==> src/rtl/int_alu_pkg.sv <==
package int_alu_pkg;
  localparam int DW = 32;

  typedef enum logic [4:0] {
    OP_ADD  = 5'd0,  OP_ADC  = 5'd1,  OP_SUB  = 5'd2,  OP_SBC  = 5'd3,
    OP_CMP  = 5'd4,  OP_TST  = 5'd5,  OP_AND  = 5'd6,  OP_OR   = 5'd7,
    OP_XOR  = 5'd8,  OP_NOT  = 5'd9,  OP_ASR  = 5'd10, OP_LSR  = 5'd11,
    OP_ASL  = 5'd12, OP_SSL  = 5'd13, OP_EXTB = 5'd14, OP_EXTS = 5'd15,
    OP_CVB  = 5'd16, OP_CVS  = 5'd17, OP_CLZ  = 5'd18, OP_CLO  = 5'd19
  } alu_op_e;

  typedef struct packed {
    logic c;
    logic z;
    logic s;
    logic v;
  } alu_flags_t;

  typedef enum logic [1:0] {SH_ASR, SH_LSR, SH_ASL, SH_SSL} shift_kind_e;

  typedef enum logic [2:0] {
    BO_AND, BO_OR, BO_XOR, BO_NOT, BO_EXTB, BO_EXTS, BO_CVB, BO_CVS
  } bitop_e;
endpackage

==> src/rtl/int_alu_addsub.sv <==
module int_alu_addsub #(
  parameter int W = 32
) (
  input  logic [W-1:0] a,
  input  logic [W-1:0] b,
  input  logic         sub,
  input  logic         use_c,
  input  logic         c_in,
  output logic [W-1:0] sum,
  output logic         c_out,
  output logic         v_out
);
  logic [W-1:0] b_eff;
  logic         cy_in;
  logic [W:0]   wide;

  always_comb begin
    b_eff = sub ? ~b : b;
    // subtract: a + ~b + 1 - borrow_in
    cy_in = sub ? ~(use_c & c_in) : (use_c & c_in);
    wide  = {1'b0, a} + {1'b0, b_eff} + {{W{1'b0}}, cy_in};
    sum   = wide[W-1:0];
    c_out = sub ? ~wide[W] : wide[W];
    v_out = (a[W-1] == b_eff[W-1]) && (sum[W-1] != a[W-1]);
  end
endmodule

==> src/rtl/int_alu_shift.sv <==
module int_alu_shift
  import int_alu_pkg::*;
#(
  parameter int W  = 32,
  parameter int SW = $clog2(W)
) (
  input  logic [W-1:0]  a,
  input  logic [SW-1:0] n,
  input  shift_kind_e   kind,
  output logic [W-1:0]  res,
  output logic          c_out,
  output logic          c_upd
);
  logic [SW:0]   left_idx;
  logic [SW-1:0] right_idx;
  logic [W-1:0]  ones_mask;

  always_comb begin
    left_idx  = (SW+1)'(W) - {1'b0, n};
    right_idx = n - 1'b1;
    ones_mask = ~({W{1'b1}} << n);
    c_upd     = (n != '0);
    unique case (kind)
      SH_ASR: begin
        res   = $unsigned($signed(a) >>> n);
        c_out = a[right_idx];
      end
      SH_LSR: begin
        res   = a >> n;
        c_out = a[right_idx];
      end
      SH_ASL: begin
        res   = a << n;
        c_out = a[left_idx[SW-1:0]];
      end
      default: begin
        res   = (a << n) | ones_mask;
        c_out = a[left_idx[SW-1:0]];
      end
    endcase
  end
endmodule

==> src/rtl/int_alu_bitops.sv <==
module int_alu_bitops
  import int_alu_pkg::*;
#(
  parameter int W  = 32,
  parameter int CW = $clog2(W) + 1
) (
  input  logic [W-1:0]  a,
  input  logic [W-1:0]  b,
  input  bitop_e        sel,
  input  logic          count_ones,
  output logic [W-1:0]  res,
  output logic [CW-1:0] lead_cnt
);
  logic [W-1:0] scan;
  logic         hit;

  always_comb begin
    unique case (sel)
      BO_AND:  res = a & b;
      BO_OR:   res = a | b;
      BO_XOR:  res = a ^ b;
      BO_NOT:  res = ~a;
      BO_EXTB: res = {{(W-8){a[7]}}, a[7:0]};
      BO_EXTS: res = {{(W-16){a[15]}}, a[15:0]};
      BO_CVB:  res = {{(W-8){1'b0}}, a[7:0]};
      default: res = {{(W-16){1'b0}}, a[15:0]};
    endcase
  end

  // leading count: scan from the top until the first differing bit
  always_comb begin
    scan     = count_ones ? ~a : a;
    lead_cnt = CW'(W);
    hit      = 1'b0;
    for (int i = W - 1; i >= 0; i--) begin
      if (!hit && scan[i]) begin
        lead_cnt = CW'(W - 1 - i);
        hit      = 1'b1;
      end
    end
  end
endmodule

==> src/rtl/int_alu_flags.sv <==
module int_alu_flags
  import int_alu_pkg::*;
#(
  parameter int W  = DW,
  parameter int SW = $clog2(W)
) (
  input  logic          clk,
  input  logic          rst,
  input  logic          in_valid,
  input  logic [4:0]    opcode,
  input  logic [W-1:0]  opnd_a,
  input  logic [W-1:0]  opnd_b,
  input  logic [SW-1:0] shamt,
  output logic [W-1:0]  result_q,
  output logic          wr_en_q,
  output logic          wr_r0_q,
  output logic [3:0]    flags_q
);
  localparam int CW = SW + 1;

  alu_flags_t   st_q, st_d, mask;
  alu_op_e      op;
  logic         arith_sub, arith_usec;
  logic [W-1:0] arith_sum;
  logic         arith_c, arith_v;
  shift_kind_e  sh_kind;
  logic [W-1:0] sh_res;
  logic         sh_c, sh_cupd;
  bitop_e       bo_sel;
  logic [W-1:0] bo_res;
  logic [CW-1:0] cnt;
  logic [W-1:0] res_d;
  logic         wen_d, r0_d;
  alu_flags_t   calc;

  assign op = alu_op_e'(opcode);

  int_alu_addsub #(.W(W)) u_arith (
    .a(opnd_a), .b(opnd_b), .sub(arith_sub), .use_c(arith_usec),
    .c_in(st_q.c), .sum(arith_sum), .c_out(arith_c), .v_out(arith_v)
  );

  int_alu_shift #(.W(W), .SW(SW)) u_shift (
    .a(opnd_a), .n(shamt), .kind(sh_kind),
    .res(sh_res), .c_out(sh_c), .c_upd(sh_cupd)
  );

  int_alu_bitops #(.W(W), .CW(CW)) u_bits (
    .a(opnd_a), .b(opnd_b), .sel(bo_sel), .count_ones(op == OP_CLO),
    .res(bo_res), .lead_cnt(cnt)
  );

  // operation decode: sub-unit controls, result source, flag mask
  always_comb begin
    arith_sub  = 1'b0;
    arith_usec = 1'b0;
    sh_kind    = SH_ASR;
    bo_sel     = BO_AND;
    res_d      = arith_sum;
    calc       = '{c: arith_c, z: (arith_sum == '0), s: arith_sum[W-1], v: arith_v};
    mask       = '0;
    wen_d      = 1'b0;
    r0_d       = 1'b0;
    case (op)
      OP_ADD, OP_ADC, OP_SUB, OP_SBC, OP_CMP: begin
        arith_sub  = (op == OP_SUB) || (op == OP_SBC) || (op == OP_CMP);
        arith_usec = (op == OP_ADC) || (op == OP_SBC);
        mask       = '{c: 1'b1, z: 1'b1, s: 1'b1, v: 1'b1};
        wen_d      = (op != OP_CMP);
      end
      OP_TST, OP_AND, OP_OR, OP_XOR, OP_NOT,
      OP_EXTB, OP_EXTS, OP_CVB, OP_CVS: begin
        unique case (op)
          OP_OR:   bo_sel = BO_OR;
          OP_XOR:  bo_sel = BO_XOR;
          OP_NOT:  bo_sel = BO_NOT;
          OP_EXTB: bo_sel = BO_EXTB;
          OP_EXTS: bo_sel = BO_EXTS;
          OP_CVB:  bo_sel = BO_CVB;
          OP_CVS:  bo_sel = BO_CVS;
          default: bo_sel = BO_AND;
        endcase
        res_d = bo_res;
        calc  = '{c: 1'b0, z: (bo_res == '0), s: bo_res[W-1], v: 1'b0};
        mask  = '{c: 1'b0, z: 1'b1, s: 1'b1, v: 1'b0};
        wen_d = (op != OP_TST);
      end
      OP_ASR, OP_LSR, OP_ASL, OP_SSL: begin
        unique case (op)
          OP_LSR:  sh_kind = SH_LSR;
          OP_ASL:  sh_kind = SH_ASL;
          OP_SSL:  sh_kind = SH_SSL;
          default: sh_kind = SH_ASR;
        endcase
        res_d = sh_res;
        calc  = '{c: sh_c, z: (sh_res == '0), s: sh_res[W-1], v: 1'b0};
        mask  = '{c: sh_cupd, z: 1'b1, s: 1'b1, v: 1'b0};
        wen_d = 1'b1;
      end
      OP_CLZ, OP_CLO: begin
        res_d = {{(W-CW){1'b0}}, cnt};
        calc  = '{c: 1'b0, z: (cnt == '0), s: 1'b0, v: 1'b0};
        mask  = '{c: 1'b0, z: 1'b1, s: 1'b0, v: 1'b0};
        wen_d = 1'b1;
        r0_d  = 1'b1;
      end
      default: ;
    endcase
    st_d = (calc & mask) | (st_q & ~mask);
  end

  always_ff @(posedge clk) begin
    if (rst) begin
      st_q     <= '0;
      result_q <= '0;
      wr_en_q  <= 1'b0;
      wr_r0_q  <= 1'b0;
    end else begin
      wr_en_q <= in_valid & wen_d;
      wr_r0_q <= in_valid & r0_d;
      if (in_valid) begin
        st_q     <= st_d;
        result_q <= res_d;
      end
    end
  end

  assign flags_q = st_q;
endmodule

==> config.mk <==
export PLATFORM = sky130hd
export DESIGN_NAME = int_alu_flags
export DESIGN_NICKNAME = d
export VERILOG_FILES = /design/src/rtl/int_alu_pkg.sv /design/src/rtl/int_alu_addsub.sv /design/src/rtl/int_alu_shift.sv /design/src/rtl/int_alu_bitops.sv /design/src/rtl/int_alu_flags.sv
export SDC_FILE = /design/constraint.sdc
export NUM_CORES = 1
export LEC_CHECK = 0
export BUFFER_PORTS_ARGS = -buffer_cell sky130_fd_sc_hd__clkbuf_2
export CORE_MARGIN = 1
export CORE_UTILIZATION = 40
export CTS_CLUSTER_SIZE = 40
export DETAILED_ROUTE_END_ITERATION = 10
export GPL_ROUTABILITY_DRIVEN = 0
export PLACE_DENSITY = 0.59
export SLEW_MARGIN = 25
export SYNTH_ARGS = -nofsm -noshare
export SYNTH_HDL_FRONTEND = slang
export SYNTH_SLANG_ARGS = --single-unit
==> constraint.sdc <==
create_clock -name clk -period 13.25 [get_ports clk]
set_input_delay 2.65 -clock clk [delete_from_list [all_inputs] [get_ports clk]]
set_output_delay 2.65 -clock clk [all_outputs]
set_load 0.01 [all_outputs]
==> summary.txt <==
Synth
  • Synth warnings: 0
  • Synth Flop Type: dfxtp_1
  • Mapped cell area: 12,800 um^2
  • Post-synth top area share: 0.109
  • Mean Syn Cell Area: 7.56 um^2
  • Netlist cell types: 101
  • Seq/Total Area, Yosys: 0.0592
  • Post-Syn Nets: 1,878
  • Flop and latch count out of synthesis: 38
  • Synth area leaders: mux4_2 11%, ha_1 9.7%, dfxtp_1 5.9%, nand2_1 4.4%, nor2_1 3.9%
  • Area leader, netlist: mux4_2
  • Asr flop ratio synth: 0
  • Post-synth EDFFs: 0
  • Post-synthesis cell count: 1,699

Placement
  • Placed standard-cell area: 13,400 um^2
  • DP HPWL: 44.8 mm
  • Port bufs: 114

Drt
  • Vias/cell: 7.36
  • Pre-antenna DRT Iters: 8
  • DRT iter0 DRCs: 2,534
  • DRC Markers: 0
  • Routed length per instance: 28.9 um
  • Total vias in the final route: 15,421
  • Total wire length: 60.5 mm
  • Post-route ant nets: 0

Worst setup path
  • Crit-path max cell delay: 0.59 ns
  • CP Class: in2reg
  • Slowest cell on crit path: nor4b_1
  • Crit-path cells: clkbuf_2 -> nand2b_1 -> nor2_1 -> o21ai_4 -> buf_4 -> xnor2_1 -> fa_1 -> inv_1 -> fa_1 -> nand2b_1 -> a21bo_2 -> a21oi_1 -> o21ai_0 -> o21ba_2 -> xnor2_1 -> or4b_1 -> nor4b_1 -> nand4b_1 -> nand2_1
  • Crit path DAT: 7.62 ns
  • Crit path required time: 13.48 ns
  • Worst Setup Start Kind: input pin
  • Crit end category: flip-flop
  • CP Max Fanout: 33

Final layout
  • Reg area: 761 um^2
  • Final Cell Area: 13,600 um^2
  • Filler cells: 3,276
  • Share of layout cells above drive strength 1: 0.168
  • Layout Nets: 1,867
  • Multi-input gate area: 11,000 um^2
  • Layout area overhead: 5.59%

Power and ir drop
  • Pwr dens: 63.7 nW/um^2
  • P_sw: 0.451 mW
  • Leakage dissipation: 5.33 nW
  • P_int: 0.413 mW
  • Pwr Total: 0.864 mW
  • Switching Fraction: 0.522
  • Peak supply drop: 35.2 uV
  • Clock power frac: 0.134
  • Flop pwr share: 0.153
  • Combinational cell fraction of total power: 0.713

Floorplanning
  • Initial Util: 0.407
  • Die Height: 181 um
  • Die area: 32,800 um^2
  • I/O pin cnt: 115
  • Core Area: 31,600 um^2
  • Rows: 65
  • Die W: 181 um

Timing
  • Final period utilization: 0.558
  • Slew @ Worst Pin: 1.12 ns
  • Fin. max-slew vios: 0
  • Max_slew headroom: 0.247
  • Fin Setup TNS: 0 ns
  • Final setup vio count: 0
  • RSZ-0062 raised after global routing: false
  • Fmax: 135 MHz
  • Fin. Hold Viols: 0
  • Clk_skew: 0.00360 ns
  • Tmin final: 7.39 ns

Global routing
  • Vias in the first global route: 13,889
  • Grt total ovfl: 0
  • Initial antenna violation count: 3
  • Gr usage total: 0.359
  • Global-route wire length before repair: 89.5 mm
  • Largest net degree at the start of global routing: 70

Clock network
  • Clock Path Buffers: 2
  • Clock latency on the worst-skew pair: 0.29 ns
  • H-Tree Depth: 2
  • Clock buffer count from CTS: 5
  • Clk sinks: 38
  • Postcts setup bufs: 0
  • CTS Root Cell: clkbuf_16
  • Post-CTS Hold Fix Bufs: 0
  • Clock-pin slew on the worst setup and hold paths: 0.06 ns
  • CTS tree: done
  • Post-CTS sizing: 0

Worst hold path
  • Hold WC Path Type: reg2reg

Flow run
  • Max-cap violation count: 0

Outcome
  • Status: complete, no violations
-- path summary, 6_finish.rpt --
path                                          startpoint                       end  slack (ns)  cells after the start
worst min register to register  result_q[3]$_SDFFE_PP0P_  result_q[3]$_SDFFE_PP0P_        0.47                      2
worst max register to register                 flip-flop                 flip-flop        8.94                     16
worst min-delay path            result_q[3]$_SDFFE_PP0P_  result_q[3]$_SDFFE_PP0P_        0.47                      2
worst max-delay path                           opcode[1]                 flip-flop        5.86                     19
-- metal layers --
layer  vias up  wire length [um]  track usage
met5         -                 0            0
met4         0              4480        0.195
met3       296              7350       0.0714
met2      1282             26200        0.562
met1      7284             22500        0.462
li1       6559                 -            -
-- cell families (layout without fill, tap and decap cells) --
logic type / Yosys count / after routing / synth area share
fa+ha+maj: 102 / 102 / 0.101
compound gates: 591 / 591 / 0.330
mux: 155 / 155 / 0.198
xor+xnor: 59 / 59 / 0.0402
simple gates: 507 / 507 / 0.189
buf+inv: 247 / 236 / 0.0829
other cells: 0 / 4 / 0
flops: 38 / 38 / 0.0592
-- stage by stage --
step / hold slack (ns) / instances / worst slack [ns] / util
floorplan: 0.486 / 1699 / 6.16 / -
global placement: 0.456 / 2082 / 5.87 / 0.425
detailed placement: 0.462 / 2082 / 5.77 / 0.425
CTS: 0.471 / 2089 / 6.05 / 0.429
global route: 0.486 / 2092 / 5.63 / 0.430
finish: 0.467 / 2094 / 5.86 / 0.430
-- layout make-up --
class,count,area share
multi-input combinational,1414,0.815
timing repair buffer,140,0.0567
sequential,38,0.0561
tap,402,0.0371
inverter,89,0.0246
clock buffer,5,0.00923
clock inverter,2,0.000738
antenna,4,0.000738
-- cells in the mapped netlist (all sizes together), types with 25 or more instances --
cell type and count:
xnor2 51, ha 100, o211ai 40, o22ai 31
mux2 33, o21ai 106, nand3 43, inv 89
nand2 149, buf 48, a21oi 102, a31oi 25
nor2 135, mux2i 50, nor3 54, clkbuf 110
a211oi 59, dfxtp 38, mux4 72
-- worst max-delay path: cells and delay by family --
kind | cells | cell delay [ns]
AOI/OAI and AO/OA | 5 | 1.08
xor gates and xnor gates | 2 | 0.33
adders and majority gates | 2 | 0.62
buffers and inverters | 3 | 0.93
and+or+nand+nor | 7 | 1.97
-- power groups by stage --
stage | registers, mW | logic (mW) | clock network, mW
after CTS | 0.133 | 0.588 | 0.116
after global placement | 0.135 | 0.582 | 0
after global routing | 0.134 | 0.648 | 0.122
after floorplan | 0.138 | 0.398 | 0
after detailed placement | 0.135 | 0.586 | 0
final | 0.132 | 0.616 | 0.116
-- cell usage in the layout, fill, tap and decap left out, types with 42 or more instances in the layout --
| master | count |
|---|---|
| nand2_1 | 149 |
| nor2_1 | 134 |
| clkbuf_2 | 112 |
| a21oi_1 | 100 |
| ha_1 | 100 |
| o21ai_0 | 97 |
| inv_1 | 88 |
| mux4_2 | 62 |
| a211oi_1 | 59 |
| nor3_1 | 52 |
| xnor2_1 | 51 |
| mux2i_1 | 50 |
| nand3_1 | 42 |
No activity file was read; power rests on OpenSTA's default activity.
